==> src/rtl/serial_alu_pkg.sv <==
// Shared types for the bit-serial ALU.
package serial_alu_pkg;
    typedef enum logic [2:0] {
        OP_ADD = 3'd0,
        OP_ADC = 3'd1,
        OP_SUB = 3'd2,
        OP_SBB = 3'd3,
        OP_AND = 3'd4,
        OP_XOR = 3'd5,
        OP_OR  = 3'd6,
        OP_CMP = 3'd7
    } alu_op_e;

    // True for the operations that add the inverted source.
    function automatic logic op_is_sub(alu_op_e o);
        return (o == OP_SUB) || (o == OP_SBB) || (o == OP_CMP);
    endfunction

    // True for the bitwise operations.
    function automatic logic op_is_logic(alu_op_e o);
        return (o == OP_AND) || (o == OP_XOR) || (o == OP_OR);
    endfunction
endpackage

==> src/rtl/serial_alu_ctrl.sv <==
// Sequencer: opens an operation on start, counts the bits taken and
// flags the last one. Assumes start and bit_en are synchronous to clk;
// start has priority over bit_en in the same cycle.
module serial_alu_ctrl
    import serial_alu_pkg::*;
#(
    parameter int WIDTH = 8
) (
    input  logic    clk,
    input  logic    rst_n,
    input  logic    start,
    input  logic [2:0] op,
    input  logic    bit_en,
    output alu_op_e op_q,
    output logic    step,
    output logic    last
);
    localparam int CNT_W = (WIDTH > 1) ? $clog2(WIDTH) : 1;
    localparam logic [CNT_W-1:0] LAST_IDX = CNT_W'(WIDTH - 1);

    logic             busy;
    logic [CNT_W-1:0] cnt;

    // A bit is taken only inside an open operation and never together with start.
    assign step = busy && bit_en && !start;
    assign last = step && (cnt == LAST_IDX);

    // Tracks the open operation, its latched code and the bit index.
    always_ff @(posedge clk) begin
        if (!rst_n) begin
            busy <= 1'b0;
            cnt  <= '0;
            op_q <= OP_ADD;
        end else if (start) begin
            busy <= 1'b1;
            cnt  <= '0;
            op_q <= alu_op_e'(op);
        end else if (step) begin
            cnt <= cnt + 1'b1;
            if (last) begin
                busy <= 1'b0;
            end
        end
    end
endmodule

==> src/rtl/serial_alu_datapath.sv <==
// One-bit slice: full adder with optional source inversion, the bitwise
// operations, and the carry-chain register seeded at start. Registers
// the result bit and its write enable. Assumes carry_flag is stable at start.
module serial_alu_datapath
    import serial_alu_pkg::*;
(
    input  logic    clk,
    input  logic    rst_n,
    input  logic    start,
    input  logic [2:0] op,
    input  alu_op_e op_q,
    input  logic    step,
    input  logic    a_bit,
    input  logic    b_bit,
    input  logic    carry_flag,
    output logic    sum_bit,
    output logic    cout,
    output logic    res_bit,
    output logic    res_valid,
    output logic    wr_en
);
    logic cy;
    logic b_eff;

    // Combinational bit result and carry out for the selected operation.
    always_comb begin
        b_eff = op_is_sub(op_q) ? ~b_bit : b_bit;
        cout  = (a_bit & b_eff) | (cy & (a_bit ^ b_eff));
        unique case (op_q)
            OP_AND:  sum_bit = a_bit & b_bit;
            OP_XOR:  sum_bit = a_bit ^ b_bit;
            OP_OR:   sum_bit = a_bit | b_bit;
            default: sum_bit = a_bit ^ b_eff ^ cy;
        endcase
    end

    // Carry chain: seeded per operation at start, then advanced each bit.
    always_ff @(posedge clk) begin
        if (!rst_n) begin
            cy <= 1'b0;
        end else if (start) begin
            unique case (alu_op_e'(op))
                OP_ADC:         cy <= carry_flag;
                OP_SUB, OP_CMP: cy <= 1'b1;
                OP_SBB:         cy <= ~carry_flag;
                default:        cy <= 1'b0;
            endcase
        end else if (step) begin
            cy <= cout;
        end
    end

    // Result bit register with valid and write-back enable.
    always_ff @(posedge clk) begin
        if (!rst_n) begin
            res_bit   <= 1'b0;
            res_valid <= 1'b0;
            wr_en     <= 1'b0;
        end else begin
            res_bit   <= step ? sum_bit : res_bit;
            res_valid <= step;
            wr_en     <= step && (op_q != OP_CMP);
        end
    end
endmodule

==> src/rtl/serial_alu_flags.sv <==
// Flag unit: sticky OR for zero and running XOR for parity, cleared at
// start, plus the four committed flags written only on the last bit.
// Assumes last implies step.
module serial_alu_flags
    import serial_alu_pkg::*;
(
    input  logic    clk,
    input  logic    rst_n,
    input  logic    start,
    input  logic    step,
    input  logic    last,
    input  alu_op_e op_q,
    input  logic    sum_bit,
    input  logic    cout,
    output logic    done,
    output logic    flag_carry,
    output logic    flag_zero,
    output logic    flag_sign,
    output logic    flag_parity
);
    logic any_one;
    logic odd_acc;

    // Running accumulators over the bits of the current operation.
    always_ff @(posedge clk) begin
        if (!rst_n || start) begin
            any_one <= 1'b0;
            odd_acc <= 1'b0;
        end else if (step) begin
            any_one <= any_one | sum_bit;
            odd_acc <= odd_acc ^ sum_bit;
        end
    end

    // Commits the flags and pulses done at the last bit.
    always_ff @(posedge clk) begin
        if (!rst_n) begin
            done        <= 1'b0;
            flag_carry  <= 1'b0;
            flag_zero   <= 1'b0;
            flag_sign   <= 1'b0;
            flag_parity <= 1'b0;
        end else begin
            done <= last;
            if (last) begin
                flag_zero   <= ~(any_one | sum_bit);
                flag_parity <= ~(odd_acc ^ sum_bit);
                flag_sign   <= sum_bit;
                if (op_is_logic(op_q)) begin
                    flag_carry <= 1'b0;
                end else if (op_is_sub(op_q)) begin
                    flag_carry <= ~cout;
                end else begin
                    flag_carry <= cout;
                end
            end
        end
    end
endmodule

==> src/rtl/serial_alu.sv <==
// Bit-serial ALU top: LSB-first operands, eight operations, four flags.
// Assumes the caller presents exactly WIDTH bits per operation after start.
module serial_alu
    import serial_alu_pkg::*;
#(
    parameter int WIDTH = 8
) (
    input  logic       clk,
    input  logic       rst_n,
    input  logic       start,
    input  logic [2:0] op,
    input  logic       bit_en,
    input  logic       a_bit,
    input  logic       b_bit,
    output logic       res_bit,
    output logic       res_valid,
    output logic       wr_en,
    output logic       done,
    output logic       flag_carry,
    output logic       flag_zero,
    output logic       flag_sign,
    output logic       flag_parity
);
    alu_op_e op_q;
    logic    step;
    logic    last;
    logic    sum_bit;
    logic    cout;

    serial_alu_ctrl #(.WIDTH(WIDTH)) u_ctrl (
        .clk    (clk),
        .rst_n  (rst_n),
        .start  (start),
        .op     (op),
        .bit_en (bit_en),
        .op_q   (op_q),
        .step   (step),
        .last   (last)
    );

    serial_alu_datapath u_dp (
        .clk        (clk),
        .rst_n      (rst_n),
        .start      (start),
        .op         (op),
        .op_q       (op_q),
        .step       (step),
        .a_bit      (a_bit),
        .b_bit      (b_bit),
        .carry_flag (flag_carry),
        .sum_bit    (sum_bit),
        .cout       (cout),
        .res_bit    (res_bit),
        .res_valid  (res_valid),
        .wr_en      (wr_en)
    );

    serial_alu_flags u_flags (
        .clk         (clk),
        .rst_n       (rst_n),
        .start       (start),
        .step        (step),
        .last        (last),
        .op_q        (op_q),
        .sum_bit     (sum_bit),
        .cout        (cout),
        .done        (done),
        .flag_carry  (flag_carry),
        .flag_zero   (flag_zero),
        .flag_sign   (flag_sign),
        .flag_parity (flag_parity)
    );
endmodule

==> config.mk <==
export PLATFORM = sky130hd
export DESIGN_NAME = serial_alu
export DESIGN_NICKNAME = d
export VERILOG_FILES = /design/src/rtl/serial_alu_pkg.sv /design/src/rtl/serial_alu_ctrl.sv /design/src/rtl/serial_alu_datapath.sv /design/src/rtl/serial_alu_flags.sv /design/src/rtl/serial_alu.sv
export SDC_FILE = /design/constraint.sdc
export NUM_CORES = 1
export LEC_CHECK = 0
export BUFFER_PORTS_ARGS = -buffer_cell sky130_fd_sc_hd__buf_2
export CAP_MARGIN = 20
export CELL_PAD_IN_SITES_DETAIL_PLACEMENT = 0
export CELL_PAD_IN_SITES_GLOBAL_PLACEMENT = 2
export CORE_MARGIN = 10
export CORE_UTILIZATION = 33
export CTS_BUF_LIST = sky130_fd_sc_hd__clkbuf_16
export CTS_CLUSTER_SIZE = 24
export DETAILED_ROUTE_END_ITERATION = 7
export PLACE_DENSITY = 0.82
export SETUP_SLACK_MARGIN = 0.1
export SLEW_MARGIN = 30
export SYNTH_ARGS = -nofsm -noshare
export SYNTH_HDL_FRONTEND = slang
export SYNTH_HIERARCHICAL = 1
export SYNTH_SLANG_ARGS = --single-unit
export TNS_END_PERCENT = 1
==> constraint.sdc <==
create_clock -name clk -period 2.5 [get_ports clk]
set_input_delay 0.375 -clock clk [delete_from_list [all_inputs] [get_ports clk]]
set_output_delay 0.375 -clock clk [all_outputs]
set_load 0.01 [all_outputs]
==> out/results.tsv, run 1 <==
metric	value	unit
multi_input_area	533	sq um
fmax	439	MHz
syn_area	931	sq um
fin_ws	0.224	ns
antenna_found_initial	0	
p_leak	0.506	nW
hpwlAfterDp	1.44	mm
worst_pin_slew	0.258	ns
endpoint_kind	register	
reg2reg_depth	10	
post_cts_buffers	0	
hold_violations	0	
met2_usage	13.6	%
synth_fp_nets	110	
min_from	op[0]	
root_buffer	clkbuf_16	
routedWlPerCell	12.8	um
fin_crit	2.28	ns
slew_viol_final	0	
finalSetupViolCount	0	
rsz0062_at_grt	false	
ys_ff_latch	18	
whs_endpoint	u_ctrl/op_q[0]	
ant_nets	0	
start_kind	register	
cts-hold-fix-buffers	0	
final_common_cell	dfxtp_1	
seq_area_frac_synth	38.7	%
synthCells	96	
grt_util_met3	3.13	%
avgSynthCellArea	9.70	sq um
r2r-end	u_flags/odd_acc	
grt_overflow	0	
firstDrtPassIters	4	
status	finished, final reports clean	
fin_skew	0.00213	ns
fin_area	1130	sq um
hold_depth	3	
max-slew-margin-rel	82.5	%
grt_max_degree	15	
hold_ws	0.431	ns
power_density	624	nW/um^2
clock_path_buffers	2	
synth_cell_types	33	
cp_max_fo	6	
nets	130	
wl	1.87	mm
arrival	2.41	ns
cp.required	2.64	ns
dieHeight	73.1	um
min_period_over_period	91.0	%
ir_drop	0.439	mV
port_buffers	16	
initial_core_util	34.1	%
setup_tns	0	ns
grtUsageTotal	7.44	%
fp.dieW	73.1	um
viasPerCell	4.93	
total_power	0.702	mW
layout_common_cells	17 x dfxtp_1, 16 x buf_2, 8 x nand2_1	
gp_congestion	0.769	
cts_tree	yes	
r2r-start	u_ctrl/op_q[0]	
core-area	2730	sq um
cts_sinks	18	
use_met1	7.37	%
drive_gt1_share	27.0	%
hold_class	in2reg	
ff2ff_setup_slack	0.22	ns
grt_busiest_layer	met2	
placed_cell_area	1040	sq um
dp_cells	142	
vias	720	
htreeDepth	1	
clkLatencyLatePin	0.24	ns
drtIter0Drc	18	
area_delta_synth_final	21.0	%
grt_pass1_vias	760	
path_clk_slew	0.05	ns
yosys_warnings	6	
diodes	0	
grt_first_pass_wirelength	3.23	mm
fillerInstances	277	
pre_cts_ws	0.205	ns
rows	19	
die_area	5350	sq um
drv_cap	0	
final_cells	146	
drc	0	
fin_util	41.2	%
crit_type	reg2reg	
seqCellArea	362	sq um
numCtsBuffers	3	
boundaryPins	17	
what timing repair did:
action / 4_1_cts / 5_1_grt
gates resized for setup: 0 / 2
endpoints found under the setup margin: 0 / 3
endpoints found under the hold margin: 0 / 0
worst max path at each step:
stage | start | endpoint | slack (ns) | depth (start not counted)
after floorplan | u_ctrl/op_q[0] | u_flags/odd_acc | 0.30 | 9
after global placement | u_ctrl/op_q[0] | u_flags/odd_acc | 0.29 | 10
after detailed placement | u_ctrl/op_q[0] | u_flags/odd_acc | 0.20 | 10
after CTS | u_ctrl/op_q[0] | u_flags/odd_acc | 0.17 | 10
after global routing | u_ctrl/op_q[0] | u_flags/odd_acc | 0.10 | 10
final | u_ctrl/op_q[0] | u_flags/odd_acc | 0.22 | 10
state kept, by name, indices dropped and copies added, names as in the netlist:
| signal | flops |
|---|---|
| u_dp/cy | 1 |
| u_flags/flag_sign | 1 |
| u_ctrl/cnt | 3 |
| u_flags/any_one | 1 |
| u_ctrl/busy | 1 |
| u_flags/odd_acc | 1 |
| u_ctrl/op_q | 3 |
| u_dp/res_valid | 1 |
| u_flags/flag_zero | 1 |
| u_flags/flag_carry | 1 |
| u_dp/res_bit | 1 |
| u_flags/flag_parity | 1 |
| u_flags/done | 1 |
| u_dp/wr_en | 1 |
cells in the mapped netlist:
library cell  instances  share of area, %
mux2i_1               5               5.4
o21ai_0               2               1.1
a21oi_1               4               2.2
a31oi_1               2               1.3
a21oi_2               3               2.8
nand3b_1              5               4.0
and2_1                1              0.67
or2_1                 1              0.67
nand2_1               8               3.2
and4b_2               1               1.2
a21boi_0              1              0.81
nor2_1                5               2.0
o21a_1                1              0.81
nor3_1                1              0.54
nand2b_4              1               1.5
dfxtp_1              18                39
inv_1                 5               2.0
o221a_2               1               1.2
xor2_1                1              0.94
nand3_1               2               1.1
xnor2_1               2               1.9
ha_1                  4               5.4
fa_1                  1               2.2
buf_4                 2               1.6
o41ai_2               1               1.7
nand2b_1              4               2.7
buf_6                 1               1.2
and2b_1               1              0.81
a21bo_1               3               3.2
a31o_1                1              0.94
and3b_2               1               1.1
nor2b_1               6               4.0
nor4bb_1              1               1.1
worst max-delay path, stage by stage (launching register included):
cell and delay (ns):
dfxtp_2 0.38, nand2b_1 0.17, nand2_1 0.10, xnor2_2 0.17, fa_1 0.46, a31o_1 0.27, nor3_1 0.21, buf_4 0.17
nand2_1 0.06, xor2_1 0.14, nor2_1 0.05
where the power goes:
part	switching (mW)	internal, mW
Clock	0.0984	0.212
Combinational	0.0461	0.0423
Sequential	0.00817	0.295
Total	0.153	0.550
final cells by class:
cell class,instances,share of cell area (%)
Multi-Input combinational cell,70,47.3
Sequential cell,18,32.1
Timing Repair Buffer,18,8.44
Clock buffer,3,6.67
Tap cell,31,3.44
Inverter,5,1.67
Clock inverter,1,0.333
kinds of logic (layout without fill, tap and decap cells):
kind of cell | count (synthesis) | count (layout) | synth area share (%)
multiplexers | 5 | 5 | 5.38
AND/OR/NAND/NOR | 38 | 38 | 24.6
AO/OA/AOI/OAI | 19 | 19 | 16.1
buffers and inverters | 8 | 27 | 4.84
XOR/XNOR | 3 | 3 | 2.82
flip-flops | 18 | 18 | 38.7
adder cells (fa/ha/maj) | 5 | 5 | 7.53
per-layer routing:
| layer | routed length, um | up-vias |
|---|---|---|
| met5 | 0 | - |
| met2 | 965 | 10 |
| met4 | 17 | 0 |
| li1 | - | 366 |
| met3 | 84 | 4 |
| met1 | 804 | 340 |
No activity file was read; power rests on OpenSTA's default activity.
==> run 2, diff against run 1 <==
--- a/config.mk
+++ b/config.mk
@@ -5,15 +5,17 @@
 export SDC_FILE = /design/constraint.sdc
 export NUM_CORES = 1
 export LEC_CHECK = 0
+export ABC_AREA = 1
 export BUFFER_PORTS_ARGS = -buffer_cell sky130_fd_sc_hd__buf_2
 export CAP_MARGIN = 20
 export CELL_PAD_IN_SITES_DETAIL_PLACEMENT = 0
 export CELL_PAD_IN_SITES_GLOBAL_PLACEMENT = 2
 export CORE_MARGIN = 10
-export CORE_UTILIZATION = 33
+export CORE_UTILIZATION = 30
 export CTS_BUF_LIST = sky130_fd_sc_hd__clkbuf_16
 export CTS_CLUSTER_SIZE = 24
 export DETAILED_ROUTE_END_ITERATION = 7
+export HOLD_SLACK_MARGIN = 0.03
 export PLACE_DENSITY = 0.82
 export SETUP_SLACK_MARGIN = 0.1
 export SLEW_MARGIN = 30
==> out/results.tsv, run 2 <==
metric	value	unit	change
numCtsBuffers	3		unchanged
power_density	624	nW/um^2	about the same
htreeDepth	1		unchanged
syn_area	933	sq um	was 931 sq um
synth_top_family_by_area	simple AND/OR/NAND/NOR gates		unchanged
largestRegisters	u_ctrl/cnt (3), u_ctrl/op_q (3)		unchanged
drive_gt1_share	20.5	%	was 27.0%
fin_crit	1.94	ns	was 2.28 ns
grtUsageTotal	7.61	%	was 7.44%
root_buffer	clkbuf_16		unchanged
ys_ff_latch	18		unchanged
vias	797		was 720
p_leak	0.607	nW	was 0.506 nW
initial_core_util	30.8	%	was 34.1%
clkLatencyLatePin	0.25	ns	was 0.24 ns
seq_area_frac_synth	38.6	%	was 38.7%
max-slew-margin-rel	64.0	%	was 82.5%
hold_violations	0		unchanged
hold_ws	0.369	ns	was 0.431 ns
crit_type	reg2reg		unchanged
fp.dieW	75.8	um	was 73.1 um
port_buffers	16		unchanged
wl	1.94	mm	was 1.87 mm
synth_top_area_share	38.6	%	was 38.7%
ant_nets	0		unchanged
synthSimpleGateAreaFrac	31.0	%	was 24.6%
hold_class	in2reg		unchanged
synth_compound_area_share	10.2	%	was 16.1%
setup_tns	0	ns	unchanged
fin_skew	0.00164	ns	was 0.00213 ns
grt_overflow	0		unchanged
fin_area	1130	sq um	about the same
clock_path_buffers	2		unchanged
status	finished, final reports clean		unchanged
yosysMostFrequentCell	nand2_1		was dfxtp_1
synth_edf_count	0		unchanged
core-area	3030	sq um	was 2730 sq um
synth_fp_nets	142		was 110
hpwlAfterDp	1.53	mm	was 1.44 mm
finalSetupViolCount	0		unchanged
routedWlPerCell	10.2	um	was 12.8 um
cp.required	2.68	ns	was 2.64 ns
gp_congestion	0.766		was 0.769
placed_cell_area	1060	sq um	was 1040 sq um
grt_first_pass_wirelength	3.34	mm	was 3.23 mm
fin_util	37.4	%	was 41.2%
drc	0		unchanged
diodes	0		unchanged
seqCellArea	360	sq um	was 362 sq um
synth_top_area_cell	dfxtp_1		unchanged
synth_common_cells	25 x nand2_1, 20 x inv_1, 20 x nor2_1		was 18 x dfxtp_1, 8 x nand2_1, 6 x nor2b_1
total_power	0.707	mW	was 0.702 mW
die_area	5740	sq um	was 5350 sq um
synthCells	128		was 96
arrival	2.12	ns	was 2.41 ns
synth-xor-area-share	1.88	%	was 2.82%
start_kind	register		unchanged
firstDrtPassIters	4		unchanged
drv_cap	0		unchanged
cts_sinks	18		unchanged
fmax	515	MHz	was 439 MHz
async_flop_share	0	%	unchanged
avgSynthCellArea	7.29	sq um	was 9.70 sq um
nets	162		was 130
fin_ws	0.559	ns	was 0.224 ns
synth_ff_type	dfxtp_1		unchanged
layout_common_cells	25 x nand2_1, 20 x nor2_1, 20 x inv_1		was 17 x dfxtp_1, 16 x buf_2, 8 x nand2_1
synth.area.mux_share	0	%	was 5.38%
multi_input_area	472	sq um	was 533 sq um
worst_pin_slew	0.538	ns	was 0.258 ns
synth_cell_types	27		was 33
rsz0062_at_grt	false		unchanged
cp_max_fo	8		was 6
synthAdderAreaFrac	7.51	%	was 7.53%
endpoint_kind	register		unchanged
area_delta_synth_final	21.3	%	was 21.0%
cts-hold-fix-buffers	0		unchanged
cts_tree	yes		unchanged
grt_max_degree	14		was 15
path_clk_slew	0.05	ns	about the same
drtIter0Drc	53		was 18
ir_drop	0.369	mV	was 0.439 mV
slew_viol_final	0		unchanged
synth_area_leaders	dfxtp_1 39%, nand2_1 10%, inv_1 8.0%		was dfxtp_1 39%, ha_1 5.4%, mux2i_1 5.4%
yosys_warnings	6		unchanged
rows	20		was 19
min_period_over_period	77.6	%	was 91.0%
cts_resized	0		unchanged
viasPerCell	4.19		was 4.93
grt_pass1_vias	781		was 760
antenna_found_initial	0		unchanged
boundaryPins	17		unchanged
post_cts_buffers	0		unchanged
final_cells	190		was 146
final_common_cell	nand2_1		was dfxtp_1
fillerInstances	326		was 277
dieHeight	75.8	um	was 73.1 um
pre_cts_ws	0.564	ns	was 0.205 ns
dp_cells	187		was 142
-- run 2: cell count changes in the layout (fill, tap and decap cells not counted), moves of 4 or more --
cell | before | now
nor2b_1 | 6 | 0
inv_2 | 0 | 4
inv_1 | 5 | 20
nand3b_1 | 5 | 0
mux2i_1 | 5 | 0
nand2_1 | 8 | 25
nor2_1 | 5 | 20
nand2b_1 | 4 | 0
-- run 2: cell families after synthesis --
group	after synthesis
buf+inv	25
simple gates	61
xor+xnor	2
compound gates	17
fa+ha+maj	5
flops	18
-- run 2: layout make-up --
cell class	count	area share, %
timing repair buffer	16	7.07
sequential	18	31.8
multi-input combinational	85	41.7
clock buffer	3	6.63
inverter	24	7.96
tap	44	4.86
-- run 2: metal layers --
layer / up-vias / global-route usage (%) / wire length, um
met4: 0 / 1.86 / 6
met1: 347 / 8.70 / 948
met3: 2 / 3.91 / 109
li1: 435 / - / -
met2: 13 / 12.3 / 878
met5: - / 0 / 0
-- run 2: worst paths after layout --
kind / start / endpoint / slack, ns / cells after the start
setup / recovery: u_ctrl/op_q[1] / u_flags/odd_acc / 0.56 / 8
hold / removal: op[2] / u_ctrl/op_q[2] / 0.37 / 3
setup reg to reg: u_ctrl/op_q[1] / u_flags/odd_acc / 0.56 / 8
hold reg to reg: u_flags/flag_zero / u_flags/flag_zero / 0.46 / 2
-- run 2: power by group --
group	switching [mW]	total, mW	internal (mW)
clock network	0.103	0.313	0.210
registers	0.00886	0.305	0.296
logic	0.0545	0.0878	0.0334
total	0.166	0.707	0.540
-- run 2: critical path, cell delays in order, from the launching register on --
cell and delay, ns:
dfxtp_1 0.44, a21boi_1 0.22, xor2_1 0.19, fa_1 0.42
inv_1 0.06, nand2_1 0.07, nand2_1 0.18, a21oi_1 0.11
nor3_2 0.18
==> run 3, diff against run 2 <==
--- a/config.mk
+++ b/config.mk
@@ -5,18 +5,18 @@
 export SDC_FILE = /design/constraint.sdc
 export NUM_CORES = 1
 export LEC_CHECK = 0
-export ABC_AREA = 1
+export ABC_AREA = 0
 export BUFFER_PORTS_ARGS = -buffer_cell sky130_fd_sc_hd__buf_2
 export CAP_MARGIN = 20
 export CELL_PAD_IN_SITES_DETAIL_PLACEMENT = 0
 export CELL_PAD_IN_SITES_GLOBAL_PLACEMENT = 2
 export CORE_MARGIN = 10
-export CORE_UTILIZATION = 30
+export CORE_UTILIZATION = 29
 export CTS_BUF_LIST = sky130_fd_sc_hd__clkbuf_16
 export CTS_CLUSTER_SIZE = 24
 export DETAILED_ROUTE_END_ITERATION = 7
 export HOLD_SLACK_MARGIN = 0.03
-export PLACE_DENSITY = 0.82
+export PLACE_DENSITY = 0.76
 export SETUP_SLACK_MARGIN = 0.1
 export SLEW_MARGIN = 30
 export SYNTH_ARGS = -nofsm -noshare
==> constraint.sdc (replaced) <==
create_clock -name clk -period 1.6 [get_ports clk]
set_input_delay 0.24 -clock clk [delete_from_list [all_inputs] [get_ports clk]]
set_output_delay 0.24 -clock clk [all_outputs]
set_load 0.01 [all_outputs]
==> out/results.tsv, run 3 (same netlist as run 1, synthesis figures left out) <==
metric	value	unit	change
slowest_stage	fa_1		was dfxtp_1
hpwlAfterDp	1.39	mm	was 1.53 mm
cp_max_fo	4		was 8
htreeDepth	1		unchanged
viasPerCell	4.40		was 4.19
grt_first_pass_wirelength	3.35	mm	was 3.34 mm
gp_congestion	0.734		was 0.766
initial_core_util	30.5	%	was 30.8%
cts_sinks	18		unchanged
boundaryPins	17		unchanged
critical_path_depth	9		was 8
arrival	2.08	ns	was 2.12 ns
crit_chain	nand2b_4 -> nand2_4 -> xnor2_2 -> fa_1 -> and2b_2 -> nor3_4 -> nand2_1 -> xor2_1 -> nor2_1		was a21boi_1 -> xor2_1 -> fa_1 -> inv_1 -> nand2_1 -> nand2_1 -> a21oi_1 -> nor3_2
r2r-end	u_flags/odd_acc		unchanged
numCtsBuffers	3		unchanged
ir_drop	0.315	mV	was 0.369 mV
rsz0062_at_grt	true		was false
drive_gt1_share	35.5	%	was 20.5%
placed_cell_area	1110	sq um	was 1060 sq um
r2r-start	u_ctrl/op_q[0]		was u_ctrl/op_q[1]
grtUsageTotal	6.90	%	was 7.61%
grt_max_degree	15		was 14
fin_skew	0.00241	ns	was 0.00164 ns
clock_power_share	43.3	%	was 44.4%
rows	20		unchanged
power_density	933	nW/um^2	was 624 nW/um^2
switchingPower	0.262	mW	was 0.166 mW
hold_violations	0		unchanged
comb_power_share	15.9	%	was 12.4%
fillerInstances	322		was 326
clock_path_buffers	2		unchanged
max-slew-margin-rel	78.2	%	was 64.0%
hold_class	in2reg		unchanged
drv_cap	0		unchanged
dp_cells	161		was 187
diodes	0		unchanged
dieHeight	76.7	um	was 75.8 um
finalSetupViolCount	6		was 0
drtIter0Drc	39		was 53
ant_nets	0		unchanged
fmax	517	MHz	was 515 MHz
routedWlPerCell	11.4	um	was 10.2 um
port_buffers	16		unchanged
endpoint_kind	register		unchanged
grt_pass1_vias	740		was 781
crit_type	reg2reg		unchanged
path_clk_slew	0.05	ns	about the same
grt_overflow	0		unchanged
reg2reg_depth	9		was 8
slew_viol_final	0		unchanged
path_buf_inv	0		was 1
fin_util	40.5	%	was 37.4%
p_leak	0.558	nW	was 0.607 nW
drc	0		unchanged
cts_tree	yes		unchanged
worst_pin_slew	0.323	ns	was 0.538 ns
cp.required	1.74	ns	was 2.68 ns
largestRegisters	u_ctrl/cnt (3), u_ctrl/op_q (3)		unchanged
crit_path_end	u_flags/odd_acc		unchanged
clkLatencyLatePin	0.25	ns	about the same
fp.dieW	76.7	um	was 75.8 um
vias	740		was 797
swShare	22.7	%	was 23.5%
fin_area	1240	sq um	was 1130 sq um
root_buffer	clkbuf_16		unchanged
ff2ff_setup_slack	-0.33	ns	was 0.56 ns
min_period_over_period	121	%	was 77.6%
nets	139		was 162
start_kind	register		unchanged
hold_depth	3		unchanged
critPathMaxStageDelay	0.44	ns	about the same
fin_ws	-0.333	ns	was 0.559 ns
fin_crit	1.93	ns	was 1.94 ns
worst_path_dominant_cell_family	simple AND/OR/NAND/NOR gates		was flip-flops
setup_tns	-1.82	ns	was 0 ns
area_delta_synth_final	32.9	%	was 21.3%
layout_common_cells	17 x dfxtp_1, 16 x buf_2, 11 x buf_4		was 25 x nand2_1, 20 x nor2_1, 20 x inv_1
status	complete, but fails checks		was finished, final reports clean
wl	1.91	mm	was 1.94 mm
final_cells	168		was 190
core-area	3050	sq um	was 3030 sq um
worstSetupStartpoint	u_ctrl/op_q[0]		was u_ctrl/op_q[1]
die_area	5880	sq um	was 5740 sq um
antenna_found_initial	0		unchanged
firstDrtPassIters	4		unchanged
failed_checks	negative setup slack		
final_common_cell	dfxtp_1		was nand2_1
power.internal	0.893	mW	was 0.540 mW
seqPwrFrac	40.8	%	was 43.2%
## run 3: final cells by class
cell class | count | area [sq um] | area share [%]
sequential | 18 | 362 | 29.2
clock buffer | 3 | 75.1 | 6.07
inverter | 5 | 18.8 | 1.52
multi-input combinational | 70 | 561 | 45.3
timing repair buffer | 27 | 163 | 13.1
clock inverter | 1 | 3.75 | 0.303
tap | 44 | 55.1 | 4.45
## run 3: metal layers
layer  global-route usage (%)  routed length [um]  part of all wire [%]  vias up
met2                     9.52                 835                    44       15
met4                     4.83                  27                   1.4        0
li1                         -                   -                     -      385
met5                        0                   0                     0        -
met1                     8.57                 935                    49      338
met3                     2.56                 115                   6.0        2
## run 3: per-stage QoR
| stage | hold slack [ns] | total power [mW] | worst slack, ns |
|---|---|---|---|
| floorplan | 0.358 | 0.584 | -0.368 |
| global placement | 0.454 | 0.635 | -0.339 |
| detailed placement | 0.464 | 0.637 | -0.404 |
| CTS | 0.293 | 1.15 | -0.375 |
| global route | 0.322 | 1.20 | -0.437 |
| finish | 0.289 | 1.15 | -0.333 |
## run 3: worst min-delay path by stage
stage                             start                   to  slack [ns]
floorplan                         rst_n          u_ctrl/busy        0.36
global placement        u_flags/any_one      u_flags/any_one        0.45
detailed placement  u_flags/flag_parity  u_flags/flag_parity        0.46
CTS                               op[2]       u_ctrl/op_q[2]        0.29
global route                      op[2]       u_ctrl/op_q[2]        0.32
finish                            op[2]       u_ctrl/op_q[2]        0.29
## run 3: power by group through the flow
| stage | Sequential [mW] | Clock (mW) | Combinational, mW |
|---|---|---|---|
| global placement | 0.478 | 0 | 0.157 |
| detailed placement | 0.479 | 0 | 0.158 |
| global route | 0.473 | 0.526 | 0.202 |
| floorplan | 0.479 | 0 | 0.105 |
| CTS | 0.471 | 0.507 | 0.174 |
| finish | 0.471 | 0.500 | 0.184 |
## run 3: tightest hold or removal path: cells and delay by family
family	cells	cell delay, ns
simple gates	1	0.09
mux	1	0.07
buf+inv	1	0.10
## run 3: repair_timing
action	CTS	global route
pin swaps	7	6
gates resized for setup	6	0
cloned	0	0
endpoints found under the hold margin	0	0
hold buffers	0	0
setup endpoints to repair	6	8
buffers inserted	1	2
